===== config.mk =====
export PLATFORM = sky130hd
export DESIGN_NAME = cfg_crc_monitor
export DESIGN_NICKNAME = d
export VERILOG_FILES = /design/src/rtl/cfg_crc_pkg.sv /design/src/rtl/cfg_crc_engine.sv /design/src/rtl/cfg_crc_storage.sv /design/src/rtl/cfg_crc_sequencer.sv /design/src/rtl/cfg_crc_monitor.sv
export SDC_FILE = /design/constraint.sdc
export NUM_CORES = 1
export LEC_CHECK = 0
export BUFFER_PORTS_ARGS = -buffer_cell sky130_fd_sc_hd__buf_4
export CAP_MARGIN = 15
export CORE_MARGIN = 3
export CORE_UTILIZATION = 55
export DETAILED_ROUTE_END_ITERATION = 7
export MAX_ROUTING_LAYER = met4
export PLACE_DENSITY = 0.88
export SYNTH_ARGS = -nofsm -noshare
export SYNTH_HDL_FRONTEND = slang
export SYNTH_SLANG_ARGS = --single-unit

===== constraint.sdc =====
create_clock -name clk -period 3.45 [get_ports clk]
set_input_delay 0.1725 -clock clk [delete_from_list [all_inputs] [get_ports clk]]
set_output_delay 0.1725 -clock clk [all_outputs]
set_load 0.02 [all_outputs]

===== src/rtl/cfg_crc_pkg.sv =====
package cfg_crc_pkg;
    localparam int unsigned CRC_W = 32;
    localparam logic [CRC_W-1:0] CRC_POLY = 32'h04C1_1DB7;
    localparam logic [CRC_W-1:0] CRC_SEED = 32'hFFFF_FFFF;
endpackage


===== src/rtl/cfg_crc_engine.sv =====
// One full memory word folded into the running CRC in a single cycle,
// most significant data bit first, unrolled as a chain of bit steps.
module cfg_crc_engine
    import cfg_crc_pkg::*;
(
    input  logic [CRC_W-1:0] crc_in,
    input  logic [CRC_W-1:0] word,
    output logic [CRC_W-1:0] crc_out
);
    logic [CRC_W:0][CRC_W-1:0] chain;

    assign chain[0] = crc_in;

    for (genvar b = 0; b < CRC_W; b++) begin : g_bit
        logic fb;
        assign fb = chain[b][CRC_W-1] ^ word[CRC_W-1-b];
        assign chain[b+1] = {chain[b][CRC_W-2:0], 1'b0} ^ (fb ? CRC_POLY : '0);
    end

    assign crc_out = chain[CRC_W];
endmodule


===== src/rtl/cfg_crc_storage.sv =====
// Reference register: parallel load at configuration end, serial scan otherwise.
module cfg_crc_storage
    import cfg_crc_pkg::*;
(
    input  logic             clk,
    input  logic             rst_n,
    input  logic             load,
    input  logic [CRC_W-1:0] load_val,
    input  logic             shift,
    input  logic             sin,
    output logic [CRC_W-1:0] value,
    output logic             sout
);
    logic [CRC_W-1:0] store_d, store_q;

    always_comb begin
        store_d = store_q;
        if (load) begin
            store_d = load_val;
        end else if (shift) begin
            store_d = {store_q[CRC_W-2:0], sin};
        end
    end

    always_ff @(posedge clk) begin
        if (!rst_n) begin
            store_q <= '0;
        end else begin
            store_q <= store_d;
        end
    end

    assign value = store_q;
    assign sout  = store_q[CRC_W-1];
endmodule


===== src/rtl/cfg_crc_sequencer.sv =====
// Walks the memory address space in an endless loop once started.
module cfg_crc_sequencer #(
    parameter int unsigned ADDR_W = 6
) (
    input  logic              clk,
    input  logic              rst_n,
    input  logic              start,
    output logic              active,
    output logic [ADDR_W-1:0] addr,
    output logic              first,
    output logic              last
);
    localparam logic [ADDR_W-1:0] LAST_ADDR = {ADDR_W{1'b1}};

    typedef struct packed {
        logic              active;
        logic [ADDR_W-1:0] addr;
    } seq_t;

    seq_t seq_d, seq_q;

    always_comb begin
        seq_d = seq_q;
        if (start) begin
            seq_d.active = 1'b1;
            seq_d.addr   = '0;
        end else if (seq_q.active) begin
            seq_d.addr = seq_q.addr + 1'b1;
        end
    end

    always_ff @(posedge clk) begin
        if (!rst_n) begin
            seq_q <= '0;
        end else begin
            seq_q <= seq_d;
        end
    end

    assign active = seq_q.active;
    assign addr   = seq_q.addr;
    assign first  = seq_q.active && (seq_q.addr == '0);
    assign last   = seq_q.active && (seq_q.addr == LAST_ADDR);
endmodule


===== src/rtl/cfg_crc_monitor.sv =====
module cfg_crc_monitor
    import cfg_crc_pkg::*;
#(
    parameter int unsigned ADDR_W = 6
) (
    input  logic              clk,
    input  logic              rst_n,
    input  logic              cfg_done,
    input  logic [31:0]       cfg_crc,
    input  logic              scan_shift,
    input  logic              scan_in,
    output logic              scan_out,
    output logic [ADDR_W-1:0] mem_addr,
    input  logic [31:0]       mem_data,
    output logic [31:0]       signature,
    output logic              crc_error,
    output logic              pass_done
);
    typedef struct packed {
        logic [CRC_W-1:0] crc;
        logic [CRC_W-1:0] refv;
        logic [CRC_W-1:0] sig;
        logic             done;
    } mon_t;

    mon_t mon_d, mon_q;

    logic             seq_active;
    logic             seq_first;
    logic             seq_last;
    logic [CRC_W-1:0] store_val;
    logic [CRC_W-1:0] crc_start;
    logic [CRC_W-1:0] crc_next;
    logic [CRC_W-1:0] ref_use;

    cfg_crc_sequencer #(.ADDR_W(ADDR_W)) u_seq (
        .clk    (clk),
        .rst_n  (rst_n),
        .start  (cfg_done),
        .active (seq_active),
        .addr   (mem_addr),
        .first  (seq_first),
        .last   (seq_last)
    );

    cfg_crc_storage u_store (
        .clk      (clk),
        .rst_n    (rst_n),
        .load     (cfg_done),
        .load_val (cfg_crc),
        .shift    (scan_shift),
        .sin      (scan_in),
        .value    (store_val),
        .sout     (scan_out)
    );

    assign crc_start = seq_first ? CRC_SEED : mon_q.crc;
    assign ref_use   = seq_first ? store_val : mon_q.refv;

    cfg_crc_engine u_eng (
        .crc_in  (crc_start),
        .word    (mem_data),
        .crc_out (crc_next)
    );

    always_comb begin
        mon_d      = mon_q;
        mon_d.done = 1'b0;
        if (seq_active && !cfg_done) begin
            mon_d.crc = crc_next;
            if (seq_first) begin
                mon_d.refv = store_val;
            end
            if (seq_last) begin
                mon_d.sig  = crc_next ^ ref_use;
                mon_d.done = 1'b1;
            end
        end
    end

    always_ff @(posedge clk) begin
        if (!rst_n) begin
            mon_q <= '0;
        end else begin
            mon_q <= mon_d;
        end
    end

    assign signature = mon_q.sig;
    assign crc_error = |mon_q.sig;
    assign pass_done = mon_q.done;
endmodule


### Word level (Yosys, flattened, before mapping)

Cells that the tools add are included.

| storage, ports and cells | value |
|---|---|
| logic and storage cells | 122 |
| bits in writable memories | 0 |
| bits in registers | 136 |
| memories kept | 0 |
| bits in read-only memories | 0 |
| bits in latches | 0 |
| input bits | 69 |
| output and inout port bits | 41 |

| cells by class | value |
|---|---|
| bitwise logic cells | 66 |
| div/mod/pow operators | 0 |
| shifts and indexed selects | 0 |
| mux-type cells | 37 |
| add/sub/neg operators | 1 |
| $mul | 0 |
| reduce and logical (&&, ||, !) cells | 10 |
| order comparisons | 0 |
| equal/unequal tests | 1 |

Operators by type and width:

| kind | count |
|---|---|
| bitwise XOR 32 bit | 33 |
| 2-to-1 mux 27 bit | 32 |
| 2-to-1 mux 32 bit | 4 |
| OR reduction 32 bit | 1 |
| bitwise XOR 1 bit | 32 |
| adder 6 x 1 -> 6 bit, second input constant | 1 |
| == test 6 bit, second input constant | 1 |
| zero test 6 bit | 1 |
| AND reduction 2 bit | 2 |
| logical AND 1 bit | 3 |
| nonzero test 2 bit | 1 |
| OR reduction 2 bit | 1 |
| zero test 1 bit | 1 |
| 2-to-1 mux 1 bit | 1 |
| NOT 1 bit | 1 |

### Longest topological paths before layout

Gate-level depths: netlist (run 1).

| depth | value |
|---|---|
| depth after elaboration | 100 |
| depth in mapped cells | 14 |
| gate-level depth less buffers | 12 |

### By module

Synthesis (run 1) repeated with hierarchy kept, for this count alone.

| second synthesis, totals | value |
|---|---|
| cells, all modules | 917 |
| area, all modules | 10042.1 µm² |

By module, submodules not included:

| module | cells an instance | seq. area each (µm²) | area each (µm²) | instances |
|---|---|---|---|---|
| cfg_crc_monitor | 467 | 1941.9 | 4648.2 | 1 |
| cfg_crc_engine | 272 | 0.0 | 3278.1 | 1 |
| cfg_crc_storage | 142 | 640.6 | 1785.5 | 1 |
| cfg_crc_sequencer | 36 | 140.1 | 330.3 | 1 |

### Worst setup path after synthesis (run 1)

OpenSTA, ideal clock, no wires.

| timing | value |
|---|---|
| path kind | reg2reg |
| start | register mon_q[89] in the netlist's numbering |
| end | register mon_q (netlist bit signature[13]) |
| arrival time | 3.628 ns |
| setup time | 0.086 ns |
| stages on the path, launching flop included | 13 |
| data required time | 3.364 ns |
| clock period less this slack | 3.714 ns |
| buffers on the path | 1 |
| path slack | -0.264 ns |
| cells stage by stage | dfxtp_1 -> buf_4 -> xnor2_2 -> xnor3_1 -> and2_1 -> xor2_2 -> xnor3_1 -> xnor2_4 -> xnor2_1 -> xnor3_1 -> xnor2_1 -> xor2_1 -> a211oi_1 |

| between the ends | value |
|---|---|
| cells in the longest elaborated chain, start to end | 42 |
| elaborated cells between the ends (all ways) | 56 |
| those cells by class | 12 x mux; 44 x bitwise |

RTL lines:

| item | RTL line | text |
|---|---|---|
| start, declared | cfg_crc_monitor.sv:26 | `mon_t mon_d, mon_q;` |
| start signal, assigned | cfg_crc_monitor.sv:85 | `mon_q <= mon_d;` |
| 2-to-1 mux 32 bit * | cfg_crc_monitor.sv:57 | `assign crc_start = seq_first ? CRC_SEED : mon_q.crc;` |
| bitwise XOR 32 bit * (7 in series) | cfg_crc_engine.sv:17 | `assign chain[b+1] = {chain[b][CRC_W-2:0], 1'b0} ^ (fb ? CRC_POLY : '0);` |
| bitwise XOR 1 bit * | cfg_crc_engine.sv:16 | `assign fb = chain[b][CRC_W-1] ^ word[CRC_W-1-b];` |
| 2-to-1 mux 27 bit * | cfg_crc_engine.sv:17 |  |
| bitwise XOR 32 bit * (6 in series) | cfg_crc_engine.sv:17 |  |
| bitwise XOR 1 bit / bitwise XOR 32 bit (equally long branches) | cfg_crc_engine.sv:16, cfg_crc_engine.sv:17 |  |
| 2-to-1 mux 27 bit / bitwise XOR 32 bit (equally long branches) | cfg_crc_engine.sv:17 |  |
| bitwise XOR 32 bit * (6 in series) | cfg_crc_engine.sv:17 |  |
| bitwise XOR 1 bit / bitwise XOR 32 bit (equally long branches) | cfg_crc_engine.sv:16, cfg_crc_engine.sv:17 |  |
| 2-to-1 mux 27 bit / bitwise XOR 32 bit (equally long branches) | cfg_crc_engine.sv:17 |  |
| bitwise XOR 32 bit * (6 in series) | cfg_crc_engine.sv:17 |  |
| bitwise XOR 1 bit / bitwise XOR 32 bit (equally long branches) | cfg_crc_engine.sv:16, cfg_crc_engine.sv:17 |  |
| 2-to-1 mux 27 bit / bitwise XOR 32 bit (equally long branches) | cfg_crc_engine.sv:17 |  |
| bitwise XOR 32 bit * (7 in series) | cfg_crc_engine.sv:17 |  |
| bitwise XOR 32 bit * | cfg_crc_monitor.sv:75 | `mon_d.sig = crc_next ^ ref_use;` |

Every way passes the cells marked *; elsewhere a longest branch is shown, timed or not.
A chain may end at the register's enable or synchronous reset.

### Worst setup path after layout (run 1)

| timing | value |
|---|---|
| start | register mon_q[96] in the netlist's numbering |
| end | register mon_q (netlist bit signature[15]) |

| between the ends | value |
|---|---|
| cells in the longest elaborated chain, start to end | 44 |
| elaborated cells between the ends (all ways) | 66 |
| those cells by class | 17 x mux; 49 x bitwise |

RTL lines:

| item | RTL line |
|---|---|
| 2-to-1 mux 32 bit * | cfg_crc_monitor.sv:57 |
| bitwise XOR 1 bit * | cfg_crc_engine.sv:16 |
| 2-to-1 mux 27 bit * | cfg_crc_engine.sv:17 |
| bitwise XOR 32 bit * (6 in series) | cfg_crc_engine.sv:17 |
| bitwise XOR 1 bit / bitwise XOR 32 bit (equally long branches) | cfg_crc_engine.sv:16, cfg_crc_engine.sv:17 |
| 2-to-1 mux 27 bit / bitwise XOR 32 bit (equally long branches) | cfg_crc_engine.sv:17 |
| bitwise XOR 32 bit * (6 in series) | cfg_crc_engine.sv:17 |
| bitwise XOR 1 bit / bitwise XOR 32 bit (equally long branches) | cfg_crc_engine.sv:16, cfg_crc_engine.sv:17 |
| 2-to-1 mux 27 bit / bitwise XOR 32 bit (equally long branches) | cfg_crc_engine.sv:17 |
| bitwise XOR 32 bit * (6 in series) | cfg_crc_engine.sv:17 |
| bitwise XOR 1 bit / bitwise XOR 32 bit (equally long branches) | cfg_crc_engine.sv:16, cfg_crc_engine.sv:17 |
| 2-to-1 mux 27 bit / bitwise XOR 32 bit (equally long branches) | cfg_crc_engine.sv:17 |
| bitwise XOR 32 bit * (6 in series) | cfg_crc_engine.sv:17 |
| bitwise XOR 1 bit / bitwise XOR 32 bit (equally long branches) | cfg_crc_engine.sv:16, cfg_crc_engine.sv:17 |
| 2-to-1 mux 27 bit / bitwise XOR 32 bit (equally long branches) | cfg_crc_engine.sv:17 |
| bitwise XOR 32 bit * (8 in series) | cfg_crc_engine.sv:17 |
| bitwise XOR 32 bit * | cfg_crc_monitor.sv:75 |

Marked as above.

==> impl_metrics.tcl, run 1 <==
set metrics [dict create \
    status "complete, but fails checks" \
    violations "DRC, hold timing, setup timing" \
    min-delay-start "cfg_crc[30]" \
    htree_levels 4 \
    timing.fmax_mhz 246 \
    cpMostUsedCell "xnor3_2" \
    synth_fp_nets 1188 \
    grt.total_usage_pct 38.7 \
    grt_pass1_wl_um 61500 \
    max_cap_viol_count 0 \
    setup_violations 63 \
    crit_start "mon_q[96]$_SDFFE_PN0P_" \
    reg2reg_from "mon_q[96]$_SDFFE_PN0P_" \
    antenna_found_initial 2 \
    whs_ns -0.0164 \
    core_um2 19000 \
    worstMarginPinSlew_ns 1.07 \
    arrival_ns 4.43 \
    period_minus_slack_ns 4.06 \
    cts_buffer_depth 2 \
    portBuffers 109 \
    synth_seq_cells 136 \
    cts_tree "yes" \
    dp.final_hpwl_um 24800 \
    grt_pass1_vias 10300 \
    fin_crit_sh_pct 118 \
    cp_cell_sequence "xnor3_2 -> xor2_4 -> nor2_2 -> xnor3_1 -> xnor3_1 -> xnor3_2 -> buf_12 -> xnor2_4 -> xnor3_2 -> xnor2_1 -> nand2_1 -> a21oi_1" \
    mostFrequentLayoutCells "buf_4, nor2_1, xnor2_1, dfxtp_1, nand2_1" \
    yosysUniqueCellTypes 42 \
    rows 50 \
    clock-root-buffer "clkbuf_16" \
    ys_async_sr_fraction_pct 0 \
    yosys_warnings 0 \
    r2r_end "signature[15]$_SDFFE_PN0P_" \
    synth_edf_count 0 \
    syn_inst 1117 \
    netlist_area_um2 10700 \
    dr.pass1.iters 8 \
    slew_viol_final 0 \
    rsz0062_at_grt "true" \
    post-place-ws_ns -0.251 \
    post-place-cells 1581 \
    worst_slack_ns -0.615 \
    synth_top_flop_cell "dfxtp_1" \
    final_common_cell "buf_4" \
    min_to "u_store.value[30]$_SDFFE_PN0P_" \
    die_w_um 146 \
    routed_wirelength_um 53800 \
    cpMaxStageDelayCell "xnor3_2" \
    num-nets-final 1530 \
    drcViolationCount 35 \
    drive_above_1_share_pct 48.2 \
    clock_latency_ns 0.45 \
    num_vias 11400 \
    gr-total-overflow 0 \
    required_ns 3.81 \
    yosysSeqAreaShare_pct 25.4 \
    syn_area_per_cell_um2 9.60 \
    worstSetupStartpointType "flip-flop" \
    antenna_left 0 \
    start_util_pct 56.6 \
    placed_area_um2 13000 \
    clk_pin_slew_ns 0.07 \
    drt_iter0_markers 1907 \
    path_class "reg -> reg" \
    io_pins 110 \
    grt_start_max_net_pins 79 \
    finalHoldViolCount 1 \
    numClockSinks 136 \
    holdPathStages 3 \
    path_max_fanout 6 \
    finalInstanceArea_um2 16600 \
    hp-class "in -> reg" \
    slew_headroom_pct 28.2 \
    cts_inserted_buffers 17 \
    die_area_um2 21200 \
    clock_skew_ns 0.0180 \
    path_buf_inv 1 \
    die_y_um 146 \
    syn_to_final_growth_pct 55.1 \
    cpLargestDelayFamily "XOR/XNOR gates" \
    viasPerCell 6.60 \
    r2r_cells 12 \
    route.detailed.wl_per_inst_um 31.0 \
    r2r_slack_ns -0.61 \
    place_congestion 1.04 \
    max_stage_delay_ns 0.55 \
    layoutNonFillerInstCount 1734 \
    critPathCaptureType "flip-flop" \
]
## cell families (layout without fill, tap and decap cells)
group                    after synthesis  count (layout)  synth area share (%)
buffers and inverters                109             464                  5.52
AND/OR/NAND/NOR                      276             276                  10.6
adder cells (fa/ha/maj)                2               2                 0.233
flip-flops                           136             136                  25.4
XOR/XNOR                             392             392                  44.7
multiplexers                          65              65                  6.07
AO/OA/AOI/OAI                        137             137                  7.51
other                                  0               2                     0
## synth_stat cells (10+ instances only)
master / number / area, µm²
a211oi_1: 44 / 330
a21oi_1: 79 / 395
buf_1: 10 / 37.5
buf_4: 38 / 285
clkbuf_1: 45 / 169
dfxtp_1: 136 / 2720
mux2i_1: 65 / 651
nand2_1: 93 / 349
nor2_1: 142 / 533
o21ai_0: 12 / 60.1
xnor2_1: 206 / 1800
xnor2_2: 24 / 390
xnor3_1: 55 / 1240
xor2_1: 79 / 692
## registers in the layout (all words and copies together), names as in the netlist
| register | cells |
|---|---|
| pass_done | 1 |
| u_seq.addr | 6 |
| u_store.value | 32 |
| mon_q | 64 |
| signature | 32 |
| u_seq.active | 1 |
## cell type report
class	count	area, µm²
fillers	682	2320
inverters	4	16.3
repair buffers	428	3670
multi-input cells	872	9230
clock buffers	21	460
diodes	2	5.00
well taps	260	325
flip-flops and latches	136	2750
clock inverters	11	170
## per-layer routing
layer | global-route usage, % | up-vias | wire length [µm]
met4 | 18.6 | 0 | 5840
met5 | - | - | 0
met1 | 46.4 | 5340 | 17600
li1 | - | 4332 | -
met2 | 61.8 | 1226 | 23100
met3 | 8.97 | 543 | 7330
## stage by stage
step           util (%)  TNS (ns)
6_report           87.7    -21.26
5_1_grt            87.7    -22.01
4_1_cts            79.4     -1.04
3_5_place_dp       68.8     -5.70
3_3_place_gp       68.8     -4.90
2_1_floorplan         -    -0.299
## worst max-delay path by stage
stage,to,slack (ns),cells after the start
final,signature[15]$_SDFFE_PN0P_,-0.61,12
after global placement,signature[16]$_SDFFE_PN0P_,-0.26,11
after CTS,signature[14]$_SDFFE_PN0P_,-0.13,14
after detailed placement,signature[7]$_SDFFE_PN0P_,-0.25,13
after global routing,signature[17]$_SDFFE_PN0P_,-0.62,14
after floorplan,signature[13]$_SDFFE_PN0P_,-0.07,12
## worst reg2reg max path: cells and delay by family (launching register included)
kind	cells	cell delay [ns]
buffers and inverters	1	0.18
and+or+nand+nor	2	0.32
xor gates and xnor gates	8	2.94
DFF	1	0.37
AOI/OAI and AO/OA	1	0.18
## what timing repair did
action | in CTS | in global routing
hold buffers | 27 | 0
pin swaps | 72 | 128
buffers inserted | 49 | 59
resized for setup | 124 | 221
endpoints found under the hold margin | 27 | 0
endpoints found under the setup margin | 58 | 63
Power of run 1 is not shown: default switching activity piles up to over one toggle a cycle in this logic, so the estimate is an artifact.
==> run 2, diff against run 1 <==
--- a/config.mk
+++ b/config.mk
@@ -8,10 +8,11 @@
 export BUFFER_PORTS_ARGS = -buffer_cell sky130_fd_sc_hd__buf_4
 export CAP_MARGIN = 15
 export CORE_MARGIN = 3
-export CORE_UTILIZATION = 55
+export CORE_UTILIZATION = 54
 export DETAILED_ROUTE_END_ITERATION = 7
 export MAX_ROUTING_LAYER = met4
-export PLACE_DENSITY = 0.88
+export PLACE_DENSITY = 0.87
 export SYNTH_ARGS = -nofsm -noshare
 export SYNTH_HDL_FRONTEND = slang
+export SYNTH_HIERARCHICAL = 1
 export SYNTH_SLANG_ARGS = --single-unit
==> run 2 against run 1 <==
The run ends with setup timing left; clock skew down 0.0080 ns; register-to-register slack worse by 1.0 ns; wire length down 19%; cell count down 16%; sequential share of layout area up 1.5 points; non-clock buffer count down 74; clock-buffer cell count down 1; first-iteration DRC count down 36%; maximum frequency down 20%; global-route usage down 2.4 points; utilization down 4.3 points; via count down 19%; critical path type unchanged.
==> impl_metrics.tcl, run 2 <==
set metrics [dict create \
    final_common_cell "buf_4" \
    drive_above_1_share_pct 56.4 \
    cpLargestDelayFamily "XOR/XNOR gates" \
    max_cap_viol_count 0 \
    cpMostUsedCell "xnor2_4" \
    synth-xor-area-share_pct 35.6 \
    mostFrequentLayoutCells "buf_4, dfxtp_1, xnor2_1, nand2_1, o211a_1" \
    post-place-ws_ns -1.32 \
    grt.total_usage_pct 36.3 \
    slew_headroom_pct 21.1 \
    slew_viol_final 0 \
    num-fill-cells 783 \
    die_w_um 142 \
    viasPerCell 6.38 \
    whs_ns 0.0408 \
    largest_register_ffs 64 \
    clock_latency_ns 0.45 \
    grt_pass1_vias 8697 \
    drt_iter0_markers 1212 \
    clock_skew_ns 0.00997 \
    path_max_fanout 7 \
    synth_top_flop_cell "dfxtp_1" \
    status "complete, but fails checks" \
    rows 49 \
    synthSimpleGateAreaFrac_pct 9.58 \
    num_vias 9255 \
    post-synth-top-count-cell "xnor2_1" \
    clk_pin_slew_ns 0.07 \
    worst_slack_ns -1.64 \
    synth.area.top_cells "dfxtp_1, xnor2_1, o211a_1" \
    die_area_um2 20300 \
    io_pins 110 \
    required_ns 3.80 \
    synth-compound-area-share_pct 11.8 \
    fin_crit_sh_pct 147 \
    synth_common_cells "xnor2_1, dfxtp_1, nand2_1" \
    portBuffers 109 \
    antenna_left 0 \
    worstSetupStartpointType "flip-flop" \
    arrival_ns 5.43 \
    die_y_um 142 \
    timing.fmax_mhz 197 \
    drcViolationCount 0 \
    cpMaxStageDelayCell "xnor3_2" \
    place_congestion 1.01 \
    cp_cell_sequence "inv_1 -> ha_4 -> or4b_4 -> nor3b_4 -> buf_6 -> buf_12 -> buf_4 -> or2_4 -> xnor2_4 -> buf_6 -> xnor2_2 -> xnor2_2 -> buf_4 -> xor2_1 -> xnor3_2 -> xnor2_4 -> xnor3_2 -> xnor2_4 -> nand2_2 -> a21boi_2" \
    regMostFlops "mon_q" \
    placed_area_um2 12200 \
    netlist.area_leader.share_pct 27.1 \
    netlist_area_um2 10000 \
    cts_tree "yes" \
    finalHoldViolCount 0 \
    yosysSeqAreaShare_pct 27.1 \
    violations "setup timing" \
    rsz0062_at_grt "true" \
    dp.final_hpwl_um 20400 \
    dr.pass1.iters 6 \
    grt_pass1_wl_um 53200 \
    start_util_pct 55.5 \
    syn_area_per_cell_um2 11.0 \
    core_um2 18100 \
    grt_start_max_net_pins 78 \
    hp-class "in -> reg" \
    route.detailed.wl_per_inst_um 29.9 \
    path_buf_inv 6 \
    syn_inst 917 \
    synth_top_family_by_area "XOR/XNOR gates" \
    cts_buffer_depth 2 \
    synth_adder_area_share_pct 0.249 \
    period_minus_slack_ns 5.09 \
    setup_violations 64 \
    routed_wirelength_um 43400 \
    htree_levels 4 \
    yosys_warnings 6 \
    finalInstanceArea_um2 15100 \
    numClockSinks 136 \
    path_class "reg -> reg" \
    synth_mux_area_share_pct 9.37 \
    critPathCaptureType "flip-flop" \
    synth_seq_cells 136 \
    yosysUniqueCellTypes 46 \
    num-nets-final 1278 \
    worstMarginPinSlew_ns 1.18 \
    setup_tns_ns -85.23 \
    cts_inserted_buffers 17 \
    synth_fp_nets 988 \
    yosys.area.top_type "dfxtp_1" \
    ys_async_sr_fraction_pct 0 \
    gr-total-overflow 0 \
    r2r_slack_ns -1.64 \
    clock-root-buffer "clkbuf_16" \
    syn_to_final_growth_pct 50.4 \
    synth_edf_count 0 \
    antenna_found_initial 1 \
    max_stage_delay_ns 0.54 \
]
==> run 2: cell count changes after synthesis, sizes merged, moves of 32 or more <==
cell | previous run | this run
a21oi | 79 | 1
or2 | 1 | 33
o211a | 0 | 64
xor2 | 86 | 50
a21boi | 0 | 33
mux2i | 65 | 33
a22o | 0 | 32
a211oi | 44 | 0
nor2 | 145 | 6
mux2 | 0 | 32
==> run 2: cell families (layout without fill, tap and decap cells) <==
| group | count (synthesis) | in the layout |
|---|---|---|
| multiplexers | 65 | 65 |
| buffers and inverters | 87 | 390 |
| other | 0 | 1 |
| AND/OR/NAND/NOR | 190 | 190 |
| adder cells (fa/ha/maj) | 2 | 2 |
| XOR/XNOR | 305 | 305 |
| AO/OA/AOI/OAI | 132 | 132 |
| flip-flops | 136 | 136 |
==> run 2: per-layer routing <==
layer	global-route usage, %	part of all wire [%]	up-vias
met2	58.8	46	823
li1	-	-	3640
met4	20.9	9.0	0
met5	-	0	-
met1	42.7	35	4461
met3	6.18	10	331
==> run 2: metrics by stage <==
step / std cells / util, %
floorplan: 917 / -
global placement: 1343 / 67.7
detailed placement: 1343 / 67.7
CTS: 1412 / 77.9
global route: 1450 / 83.5
finish: 1450 / 83.5
==> run 2: timing repair <==
| item | 4_1_cts | 5_1_grt |
|---|---|---|
| gates cloned | 1 | 0 |
| setup endpoints to repair | 64 | 64 |
| hold buffers | 0 | 0 |
| gates resized for setup | 159 | 134 |
| setup buffers | 42 | 44 |
| pin swaps | 84 | 110 |
==> run 2: final cells by class <==
class / count / area (µm²) / share of cell area (%)
timing repair buffer: 354 / 3020 / 20.0
clock buffer: 20 / 478 / 3.17
tap: 229 / 287 / 1.90
inverter: 4 / 22.5 / 0.149
multi-input combinational: 694 / 8390 / 55.6
sequential: 136 / 2730 / 18.1
antenna: 1 / 2.50 / 0.0166
clock inverter: 12 / 175 / 1.16
==> run 2: path summary, 6_finish.rpt <==
kind                            depth (start not counted)                        from                       endpoint
worst max-delay path                                   20  u_seq/addr[1]$_SDFFE_PP0P_         mon_q[91]$_SDFFE_PN0P_
worst min-delay path                                    3                  cfg_crc[6]  u_store/value[6]$_SDFFE_PN0P_
worst max register to register                         20  u_seq/addr[1]$_SDFFE_PP0P_         mon_q[91]$_SDFFE_PN0P_
worst min register to register                          2      mon_q[68]$_SDFFE_PN0P_         mon_q[68]$_SDFFE_PN0P_
==> run 2: tightest hold or removal path, cell delays in order <==
cell	delay (ns)
buf_4	0.07
or2b_1	0.08
o211a_1	0.13
Power of run 2 is left out for the same reason.
